[src/rtl/ddr2_init_pkg.sv]
`timescale 1ns/1ps
package ddr2_init_pkg;

  typedef struct packed {
    logic        cs_n;
    logic        ras_n;
    logic        cas_n;
    logic        we_n;
    logic [1:0]  ba;
    logic [12:0] addr;
  } ddr2_cmd_t;

  typedef enum logic [1:0] {
    ST_CLK_WAIT,
    ST_CKE_WAIT,
    ST_RUN,
    ST_DONE
  } init_state_e;

  localparam logic [12:0] BIT_DLL_DIS = 13'h0001;
  localparam logic [12:0] BIT_DLL_RST = 13'h0100;
  localparam logic [12:0] BITS_OCD    = 13'h0380;
  localparam logic [12:0] ADDR_ALLBNK = 13'h0400;

  localparam ddr2_cmd_t CMD_NOP = '{cs_n: 1'b0, ras_n: 1'b1, cas_n: 1'b1, we_n: 1'b1,
                                    ba: 2'b00, addr: 13'h0000};

  function automatic ddr2_cmd_t mk_cmd(input logic ras_n, input logic cas_n, input logic we_n,
                                       input logic [1:0] ba, input logic [12:0] addr);
    ddr2_cmd_t c;
    c.cs_n  = 1'b0;
    c.ras_n = ras_n;
    c.cas_n = cas_n;
    c.we_n  = we_n;
    c.ba    = ba;
    c.addr  = addr;
    return c;
  endfunction

  // ns to cycles, rounded up, with a floor
  function automatic int unsigned ns_to_cyc(input int unsigned ns, input int unsigned period_ps,
                                            input int unsigned min_cyc);
    int unsigned c;
    c = (ns * 1000 + period_ps - 1) / period_ps;
    return (c < min_cyc) ? min_cyc : c;
  endfunction

endpackage

[src/rtl/ddr2_init_step_rom.sv]
`timescale 1ns/1ps
module ddr2_init_step_rom
  import ddr2_init_pkg::*;
#(
  parameter int unsigned NUM_REF  = 2,
  parameter int unsigned STEP_W   = 4,
  parameter int unsigned GAP_W    = 16,
  parameter int unsigned MRD_CYC  = 2,
  parameter int unsigned RP_CYC   = 3,
  parameter int unsigned RFC_CYC  = 26,
  parameter logic [12:0] MR_OPS   = 13'h0000,
  parameter logic [12:0] EMR1_OPS = 13'h0000,
  parameter logic [12:0] EMR2_OPS = 13'h0000,
  parameter logic [12:0] EMR3_OPS = 13'h0000
) (
  input  logic [STEP_W-1:0] step_i,
  output ddr2_cmd_t         cmd_o,
  output logic [GAP_W-1:0]  gap_m1_o,
  output logic              dll_start_o,
  output logic              dll_wait_o
);

  localparam int unsigned REF_LO = 6;
  localparam int unsigned REF_HI = REF_LO + NUM_REF;
  localparam logic [12:0] EMR1_BASE = EMR1_OPS & ~(BIT_DLL_DIS | BITS_OCD);
  localparam logic [GAP_W-1:0] GAP_MRD = GAP_W'(MRD_CYC - 1);
  localparam logic [GAP_W-1:0] GAP_RP  = GAP_W'(RP_CYC - 1);
  localparam logic [GAP_W-1:0] GAP_RFC = GAP_W'(RFC_CYC - 1);

  logic [31:0] idx;
  assign idx = 32'(step_i);

  always_comb begin
    cmd_o       = CMD_NOP;
    gap_m1_o    = GAP_MRD;
    dll_start_o = 1'b0;
    dll_wait_o  = 1'b0;
    if (idx < REF_LO) begin
      case (idx)
        32'd0, 32'd5: begin
          cmd_o    = mk_cmd(1'b0, 1'b1, 1'b0, 2'b00, ADDR_ALLBNK);
          gap_m1_o = GAP_RP;
        end
        32'd1: cmd_o = mk_cmd(1'b0, 1'b0, 1'b0, 2'b10, EMR2_OPS);
        32'd2: cmd_o = mk_cmd(1'b0, 1'b0, 1'b0, 2'b11, EMR3_OPS);
        32'd3: cmd_o = mk_cmd(1'b0, 1'b0, 1'b0, 2'b01, EMR1_BASE);
        32'd4: begin
          cmd_o       = mk_cmd(1'b0, 1'b0, 1'b0, 2'b00, MR_OPS | BIT_DLL_RST);
          dll_start_o = 1'b1;
        end
        default: cmd_o = CMD_NOP;
      endcase
    end else if (idx < REF_HI) begin
      cmd_o    = mk_cmd(1'b0, 1'b0, 1'b1, 2'b00, 13'h0000);
      gap_m1_o = GAP_RFC;
    end else begin
      case (idx - REF_HI)
        32'd0: cmd_o = mk_cmd(1'b0, 1'b0, 1'b0, 2'b00, MR_OPS & ~BIT_DLL_RST);
        32'd1: begin
          cmd_o      = mk_cmd(1'b0, 1'b0, 1'b0, 2'b01, EMR1_BASE | BITS_OCD);
          dll_wait_o = 1'b1;
        end
        32'd2: cmd_o = mk_cmd(1'b0, 1'b0, 1'b0, 2'b01, EMR1_BASE);
        default: cmd_o = CMD_NOP;
      endcase
    end
  end

endmodule

[src/rtl/ddr2_init_dll_timer.sv]
`timescale 1ns/1ps
module ddr2_init_dll_timer #(
  parameter int unsigned WAIT_CYC = 200
) (
  input  logic clk_i,
  input  logic rst_ni,
  input  logic start_i,
  output logic ready_o
);

  localparam int unsigned CW = $clog2(WAIT_CYC + 1);

  logic [CW-1:0] cnt_q;

  // 0 = not started; saturates at WAIT_CYC
  always_ff @(posedge clk_i or negedge rst_ni) begin
    if (!rst_ni)                                         cnt_q <= '0;
    else if (start_i)                                    cnt_q <= CW'(1);
    else if (cnt_q != '0 && cnt_q != CW'(WAIT_CYC))      cnt_q <= cnt_q + 1'b1;
  end

  assign ready_o = (cnt_q == CW'(WAIT_CYC));

endmodule

[src/rtl/ddr2_init_seq.sv]
`timescale 1ns/1ps
module ddr2_init_seq
  import ddr2_init_pkg::*;
#(
  parameter int unsigned CLK_PERIOD_PS = 5000,
  parameter int unsigned T_STABLE_NS   = 200000,
  parameter int unsigned T_CKE_NS      = 400,
  parameter int unsigned T_MRD_NS      = 10,
  parameter int unsigned T_RP_NS       = 15,
  parameter int unsigned T_RFC_NS      = 128,
  parameter int unsigned NUM_REF       = 2,
  parameter int unsigned DLL_WAIT_CYC  = 200,
  parameter logic [12:0] MR_OPS        = 13'h0A53,
  parameter logic [12:0] EMR1_OPS      = 13'h0044,
  parameter logic [12:0] EMR2_OPS      = 13'h0000,
  parameter logic [12:0] EMR3_OPS      = 13'h0000
) (
  input  logic        clk_i,
  input  logic        rst_ni,
  output logic        cke_o,
  output logic        cs_n_o,
  output logic        ras_n_o,
  output logic        cas_n_o,
  output logic        we_n_o,
  output logic [1:0]  ba_o,
  output logic [12:0] addr_o,
  output logic        init_done_o
);

  localparam int unsigned STABLE_CYC = ns_to_cyc(T_STABLE_NS, CLK_PERIOD_PS, 1);
  localparam int unsigned CKE_CYC    = ns_to_cyc(T_CKE_NS, CLK_PERIOD_PS, 1);
  localparam int unsigned MRD_CYC    = ns_to_cyc(T_MRD_NS, CLK_PERIOD_PS, 2);
  localparam int unsigned RP_CYC     = ns_to_cyc(T_RP_NS, CLK_PERIOD_PS, 2);
  localparam int unsigned RFC_CYC    = ns_to_cyc(T_RFC_NS, CLK_PERIOD_PS, 2);
  localparam int unsigned NREF       = (NUM_REF < 2) ? 2 : NUM_REF;
  localparam int unsigned NUM_STEPS  = 9 + NREF;
  localparam int unsigned STEP_W     = $clog2(NUM_STEPS + 1);
  localparam int unsigned MAX_A      = (STABLE_CYC > CKE_CYC) ? STABLE_CYC : CKE_CYC;
  localparam int unsigned MAX_B      = (RFC_CYC > RP_CYC) ? RFC_CYC : RP_CYC;
  localparam int unsigned MAX_C      = (MAX_B > MRD_CYC) ? MAX_B : MRD_CYC;
  localparam int unsigned MAX_CYC    = (MAX_A > MAX_C) ? MAX_A : MAX_C;
  localparam int unsigned CNT_W      = $clog2(MAX_CYC + 1);

  init_state_e         state_q;
  logic [STEP_W-1:0]   step_q;
  logic [CNT_W-1:0]    cnt_q;
  logic                cke_q;
  logic                done_q;
  ddr2_cmd_t           cmd_q;

  ddr2_cmd_t           rom_cmd;
  logic [CNT_W-1:0]    rom_gap_m1;
  logic                rom_dll_start;
  logic                rom_dll_wait;
  logic                dll_ready;
  logic                last_step;
  logic                issue;

  ddr2_init_step_rom #(
    .NUM_REF  (NREF),
    .STEP_W   (STEP_W),
    .GAP_W    (CNT_W),
    .MRD_CYC  (MRD_CYC),
    .RP_CYC   (RP_CYC),
    .RFC_CYC  (RFC_CYC),
    .MR_OPS   (MR_OPS),
    .EMR1_OPS (EMR1_OPS),
    .EMR2_OPS (EMR2_OPS),
    .EMR3_OPS (EMR3_OPS)
  ) u_rom (
    .step_i      (step_q),
    .cmd_o       (rom_cmd),
    .gap_m1_o    (rom_gap_m1),
    .dll_start_o (rom_dll_start),
    .dll_wait_o  (rom_dll_wait)
  );

  ddr2_init_dll_timer #(
    .WAIT_CYC (DLL_WAIT_CYC)
  ) u_dll_timer (
    .clk_i   (clk_i),
    .rst_ni  (rst_ni),
    .start_i (issue && rom_dll_start),
    .ready_o (dll_ready)
  );

  assign last_step = (step_q == STEP_W'(NUM_STEPS));
  assign issue     = (state_q == ST_RUN) && (cnt_q == '0) && !last_step &&
                     (!rom_dll_wait || dll_ready);

  always_ff @(posedge clk_i or negedge rst_ni) begin
    if (!rst_ni) begin
      state_q <= ST_CLK_WAIT;
      step_q  <= '0;
      cnt_q   <= CNT_W'(STABLE_CYC - 1);
      cke_q   <= 1'b0;
      done_q  <= 1'b0;
      cmd_q   <= CMD_NOP;
    end else begin
      cmd_q <= CMD_NOP;
      case (state_q)
        ST_CLK_WAIT: begin
          if (cnt_q == '0) begin
            state_q <= ST_CKE_WAIT;
            cnt_q   <= CNT_W'(CKE_CYC - 1);
            cke_q   <= 1'b1;
          end else begin
            cnt_q <= cnt_q - 1'b1;
          end
        end
        ST_CKE_WAIT: begin
          if (cnt_q == '0) state_q <= ST_RUN;
          else             cnt_q   <= cnt_q - 1'b1;
        end
        ST_RUN: begin
          if (cnt_q != '0) begin
            cnt_q <= cnt_q - 1'b1;
          end else if (last_step) begin
            state_q <= ST_DONE;
            done_q  <= 1'b1;
          end else if (issue) begin
            cmd_q  <= rom_cmd;
            cnt_q  <= rom_gap_m1;
            step_q <= step_q + 1'b1;
          end
        end
        default: ;
      endcase
    end
  end

  assign cke_o       = cke_q;
  assign cs_n_o      = cmd_q.cs_n;
  assign ras_n_o     = cmd_q.ras_n;
  assign cas_n_o     = cmd_q.cas_n;
  assign we_n_o      = cmd_q.we_n;
  assign ba_o        = cmd_q.ba;
  assign addr_o      = cmd_q.addr;
  assign init_done_o = done_q;

endmodule

[config.mk]
export PLATFORM = sky130hd
export DESIGN_NAME = ddr2_init_seq
export DESIGN_NICKNAME = d
export VERILOG_FILES = /design/src/rtl/ddr2_init_pkg.sv /design/src/rtl/ddr2_init_step_rom.sv /design/src/rtl/ddr2_init_dll_timer.sv /design/src/rtl/ddr2_init_seq.sv
export SDC_FILE = /design/constraint.sdc
export NUM_CORES = 1
export LEC_CHECK = 0
export BUFFER_PORTS_ARGS = -buffer_cell sky130_fd_sc_hd__buf_2
export CAP_MARGIN = 30
export CELL_PAD_IN_SITES_DETAIL_PLACEMENT = 0
export CELL_PAD_IN_SITES_GLOBAL_PLACEMENT = 1
export CORE_MARGIN = 2
export CORE_UTILIZATION = 51
export DETAILED_ROUTE_END_ITERATION = 7
export PLACE_DENSITY_LB_ADDON = 0.1
export SYNTH_ARGS = -nofsm -noshare
export SYNTH_HDL_FRONTEND = slang
export SYNTH_HIERARCHICAL = 1
export SYNTH_SLANG_ARGS = --single-unit
[constraint.sdc]
create_clock -name clk_i -period 6.1 [get_ports clk_i]
set_input_delay 0.915 -clock clk_i [delete_from_list [all_inputs] [get_ports clk_i]]
set_output_delay 0.915 -clock clk_i [all_outputs]
set_load 0.01 [all_outputs]
==> results of run 1 <==
## stage by stage
step	area [um2]	cells	setup slack [ns]
3_3_place_gp	3170	403	2.92
2_1_floorplan	3190	340	3.35
5_1_grt	3280	411	2.62
6_report	3280	411	2.85
4_1_cts	3280	411	2.81
3_5_place_dp	3170	403	2.83
## worst max-delay path, delay by kind of cell, from the launching register on
kind             cells  cell delay (ns)
AND/OR/NAND/NOR      5             2.61
multiplexers         1             0.07
flip-flops           1             0.47
## cells by family after synthesis
| logic type | after synthesis |
|---|---|
| buffers and inverters | 47 |
| multiplexers | 6 |
| other | 1 |
| XOR/XNOR | 11 |
| AO/OA/AOI/OAI | 59 |
| flip-flops | 51 |
| AND/OR/NAND/NOR | 140 |
| adder cells (fa/ha/maj) | 10 |
## path summary, 6_finish.rpt
kind / end / slack (ns) / cells after the start
setup reg to reg: u_dll_timer/cnt_q[1]$_DFFE_PN0P_ / 2.85 / 6
max in group asynchronous: cnt_q[8]$_DFFE_PN0P_ / 4.96 / 2
min in group asynchronous: addr_o[5]$_DFF_PN0_ / 0.70 / 2
hold reg to reg: cke_o$_DFFE_PN0P_ / 0.47 / 1
setup / recovery: u_dll_timer/cnt_q[1]$_DFFE_PN0P_ / 2.85 / 6
hold / removal: cke_o$_DFFE_PN0P_ / 0.47 / 1
## state kept, by name, indices dropped and copies added (netlist names)
register / count
init_done_o: 1
addr_o: 13
ras_n_o: 1
u_dll_timer/cnt_q: 8
we_n_o: 1
cs_n_o: 1
cas_n_o: 1
step_q: 4
ba_o: 2
state_q: 2
cke_o: 1
cnt_q: 16
## layout make-up
| cell class | instances | area share (%) |
|---|---|---|
| multi-input combinational | 242 | 49.3 |
| sequential | 51 | 39.4 |
| timing repair buffer | 24 | 3.81 |
| tap | 75 | 2.86 |
| clock buffer | 6 | 2.21 |
| inverter | 11 | 1.26 |
| clock inverter | 2 | 1.18 |
## layer usage
layer  wire [um]  share of wire, %
met1        3090                49
met2        2880                46
met3         238               3.8
met4          51              0.82
met5           0                 0
## power by group
| part | internal [uW] | switching [uW] |
|---|---|---|
| Clock | 124 | 119 |
| Sequential | 338 | 0 |
| Combinational | 0.701 | 7.49 |
## synth_stat cells, types with 5 or more instances
| cell type | number | area [um2] |
|---|---|---|
| and2_1 | 20 | 125 |
| o21ai_0 | 12 | 60.1 |
| nand2_1 | 17 | 63.8 |
| nand3_1 | 10 | 50.1 |
| inv_1 | 11 | 41.3 |
| clkbuf_1 | 7 | 26.3 |
| nor4_1 | 7 | 43.8 |
| a221o_1 | 7 | 70.1 |
| nand3b_1 | 5 | 37.5 |
| or3_1 | 9 | 56.3 |
| dfrtp_1 | 38 | 951 |
| nor3_1 | 10 | 50.1 |
| buf_4 | 24 | 180 |
| xor2_1 | 5 | 43.8 |
| a21oi_1 | 9 | 45.0 |
| nor2_1 | 25 | 93.8 |
| ha_1 | 10 | 125 |
| dfstp_2 | 13 | 342 |
| nand2b_1 | 9 | 56.3 |
| xnor2_1 | 6 | 52.6 |
| a21o_1 | 5 | 37.5 |
==> metrics, run 1 <==
Slew @ Worst Pin=0.727 ns; cell area after synthesis=3140 um2; Worst Hold Class=reg2reg; Simple-Gate Fraction of Synth Area=26.2%; setup tns final=0 ns; total CTS buffers=5; CTS max path bufs=2; M1 GR Usage=29.3%; Post-synth top flop=dfrtp_1; first-pass GRT wire length=10400 um; Syn Inst Count=325; Clock transition at path regs=0.10 ns; Synth Area in Compound Gates=14.3%; # nets final=347; final slew viol count=0; Tot GR Track Use=20.1%; Rel. slew slack=51.4%; area occupied by multi-input gates=1620 um2; Top Usage Layer GRT=met1; via/cell ratio=5.54; vias in the first global route=2168; Setup crit start=cnt_q[6]$_DFFE_PN0P_; Worst Path Max Fanout=24; Reg-to-Reg Start=cnt_q[6]$_DFFE_PN0P_; Routed WL=6260 um; pin count of the biggest net entering global routing=52; startpoint types=register; critical path data required time=6.31 ns; Routed wire per std cell=15.2 um; Max IR drop VDD=0.106 mV; largest family of logic cells by synthesized area=simple AND/OR/NAND/NOR gates; initial antenna violation count=0; ys async rst share=100%; critical path class=reg2reg; CP max stage cell=or4_1; Worst-Skew Late Latency=0.32 ns; layout cell share with drive strength beyond 1=19.3%; clock skew=0.0148 ns; commonest non-fill, non-tap cell in the layout=dfrtp_1; max_cap viols=0; Die X-Extent=82.4 um; Vias=2277; gpl congestion=0.821; chip height=82.4 um; Worst EP arrival=3.46 ns; register area=1290 um2; GRT met2 Usage=29.1%; syn_area_per_cell=9.65 um2; Fillers=551; # resized after CTS=0; Synth Area in Adders=3.99%; die area=6790 um2; Achievable Freq=308 MHz; Initial Util=53.0%; Hold Worst Slack=0.473 ns; Cell Pwr Density=180 nW/um2; Post-synth EDFFs=0; post-synthesis register bit count=51; worst hold path startpoint=cke_o$_DFFE_PN0P_; core area=5920 um2; Overflow after GRT=0; H-Tree Depth=2; XOR/XNOR Fraction of Synth Area=3.07%; register area share after synthesis=41.2%; Critical Path Sink Type=register; PortBufs=22; Final period util=53.2%; Remaining DRCs=0; CTS tree=yes; hpwl dp=4330 um; status=finished clean; minimum clock period after layout=3.25 ns; Root Buffer=clkbuf_8; initial DRC count=111; ANT nets after route=0; final core utilization=55.5%; CTS sink count=51; Tot Pwr=590 uW; Final Setup Violations=0; post-synthesis mux area share=2.15%; # diodes=0; First-pass DRT Iterations=4; CP Cell Sequence=or4_1, or3_1, nor3_4, and2_1, nand2b_1, mux2i_1; Yosys cell types=64; area grow syn2layout=4.75%; Pleak=0.00153 uW; RSZ-0062 raised after global routing=no; Std-Cell Rows=28; setup bufs post-CTS=0; most frequent cells in the layout=dfrtp_1 (38), nor2_1 (25), buf_2 (22); endpoints failing hold=0; Ys Warns=6; I/O pin count=23; M3 GR Usage=4.24%; hold buffer count at cts=0; Max stage delay on crit path=0.68 ns
(Power assumes the default switching activity.)
==> run 2: changes to the inputs <==
- ABC_AREA: not set -> 1
- CORE_UTILIZATION: 51 -> 41
- clock period: 6.1 -> 2.8 ns (I/O delays scaled with it)
==> run 2 against run 1 <==
Worst setup slack worse by 2.4 ns; critical path depth up 8; combinational power up 140%; clock-buffer cell count unchanged; first-iteration DRC count down 12%; flip-flop and latch count unchanged; total power up 110%; sequential power up 120%; register-to-register slack worse by 2.4 ns; highest routed layer unchanged.
==> metrics, run 2 <==
most frequent cell after synthesis=nand2_1; critical path class=reg2reg; layout cell share with drive strength beyond 1=19.8%; highest routed layer=met4; register area=1290 um2; Yosys cell types=32; total CTS buffers=5; Root Buffer=clkbuf_8; vias in the first global route=2572; met2 wire length=3420 um; H-Tree Depth=2; gpl congestion=0.822; Tot Pwr=1210 uW; # nets final=496; Worst Hold Class=in2async; area grow syn2layout=6.27%; RSZ-0062 raised after global routing=no; register area share after synthesis=37.4%; PortBufs=22; Initial Util=42.2%; area occupied by multi-input gates=1750 um2; First-pass DRT Iterations=4; Worst EP arrival=2.64 ns; most used cell, CP=inv_1; ANT nets after route=0; Worst-Skew Late Latency=0.31 ns; Worst Path Max Fanout=11; CTS sink count=51; cell taking the most area after synthesis=dfrtp_1; critical path data required time=3.05 ns; Routed WL=7520 um; Slew @ Worst Pin=0.807 ns; Post-synth EDFFs=0; Max IR drop VDD=0.199 mV; max reg flops=16; ys async rst share=100%; chip height=95.8 um; WL met3=187 um; Vias=2706; top-area cell type share of the netlist area=27.5%; # resized after CTS=0; Cell Pwr Density=330 nW/um2; Final Setup Violations=0; hpwl dp=5610 um; Remaining DRCs=0; Overflow after GRT=0; setup bufs post-CTS=0; syn_area_per_cell=7.47 um2; endpoints failing hold=0; Post-synth top flop=dfrtp_1; Routed wire per std cell=12.8 um; minimum clock period after layout=2.39 ns; Rel. slew slack=46.2%; CP max stage cell=dfrtp_1; post-synthesis register bit count=51; CTS max path bufs=2; worst reg2reg path depth=14; die area=9170 um2; Fillers=869; Pleak=0.00192 uW; commonest non-fill, non-tap cell in the layout=nand2_1; Tot GR Track Use=18.2%; Achievable Freq=418 MHz; # diodes=0; final slew viol count=0; Ys Warns=6; Top reg by flops=cnt_q; CP Cell Sequence=inv_1, ha_1, inv_1, nor2_1, nand2_2, inv_1, inv_1, nand2_1, nand3_2, nand4_1, nand3_2, nor2_2, nand2_1, nand2_1; Syn Inst Count=462; Clock transition at path regs=0.11 ns; most frequent cells in the layout=nand2_1 (120), inv_1 (64), nor2_1 (57); Die X-Extent=95.8 um; Commonest cells post-synth=nand2_1 (120), inv_1 (64), nor2_1 (57); max_cap viols=0; Critical Path Sink Type=register; cell area after synthesis=3450 um2; I/O pin count=23; CTS tree=yes; met1 wire length=3860 um; first-pass GRT wire length=12900 um; Final period util=85.5%; dominant cells by area after synthesis=dfrtp_1 (28%), nand2_1 (13%), dfstp_2 (9.9%), inv_1 (7.0%), nor2_1 (6.2%); core area=8180 um2; Max stage delay on crit path=0.44 ns; pin count of the biggest net entering global routing=37; via/cell ratio=4.59; initial antenna violation count=0; initial DRC count=98; status=finished clean; clock skew=0.0110 ns; Std-Cell Rows=33; hold buffer count at cts=0; startpoint types=register; setup tns final=0 ns
## run 2: path summary, 6_finish.rpt
check,startpoint,end,slack [ns]
worst max-delay path,u_dll_timer/cnt_q[0]$_DFFE_PN0P_,cnt_q[14]$_DFFE_PN0P_,0.41
worst min register to register,init_done_o$_DFFE_PN0P_,init_done_o$_DFFE_PN0P_,0.48
max in group asynchronous,rst_ni,cnt_q[0]$_DFFE_PN1P_,1.79
worst min-delay path,rst_ni,u_dll_timer/cnt_q[5]$_DFFE_PN0P_,0.18
worst max register to register,u_dll_timer/cnt_q[0]$_DFFE_PN0P_,cnt_q[14]$_DFFE_PN0P_,0.41
min in group clk_i,init_done_o$_DFFE_PN0P_,init_done_o$_DFFE_PN0P_,0.48
## run 2: critical path: cells and delay by family, from the launching register on
kind,cells,cell delay (ns)
adder cells (fa/ha/maj),1,0.16
buffers and inverters,4,0.24
flip-flops,1,0.44
AND/OR/NAND/NOR,9,1.50
## run 2: through the flow
step,util (%),instance area (um2),worst slack [ns],cells,hold slack [ns]
2_1_floorplan,-,3510,0.767,477,0.124
3_3_place_gp,43.8,3580,0.408,582,0.456
3_5_place_dp,43.8,3580,0.374,582,0.464
4_1_cts,44.9,3670,0.356,590,0.225
5_1_grt,44.9,3670,0.0830,590,0.257
6_report,44.9,3670,0.406,590,0.183
## run 2: kinds of logic after synthesis
group,count (synthesis),synth area share [%]
and+or+nand+nor,267,38.1
xor gates and xnor gates,14,3.55
DFF,51,37.4
AOI/OAI and AO/OA,22,3.70
other,1,0.109
adders and majority gates,10,3.62
buffers and inverters,97,13.5
## run 2: metal layers
metal,GRT usage [%],vias to the layer above
li1,-,1421
met1,27.4,1256
met2,27.6,25
met3,2.74,4
met4,4.40,0
met5,0,-
## run 2: final cells by class
cell class              instances  share of cell area (%)
well taps                     105                    3.58
inverters                      71                    7.26
clock buffers                   6                    1.98
flip-flops and latches         51                    35.2
multi-input cells             329                    47.7
repair buffers                 26                    3.82
clock inverters                 2                   0.443
## run 2: power breakdown
group	internal (uW)	leakage (uW)	switching, uW
clock	181	0.0000418	274
combinational	1.92	0.00123	18.0
sequential	737	0.000641	0
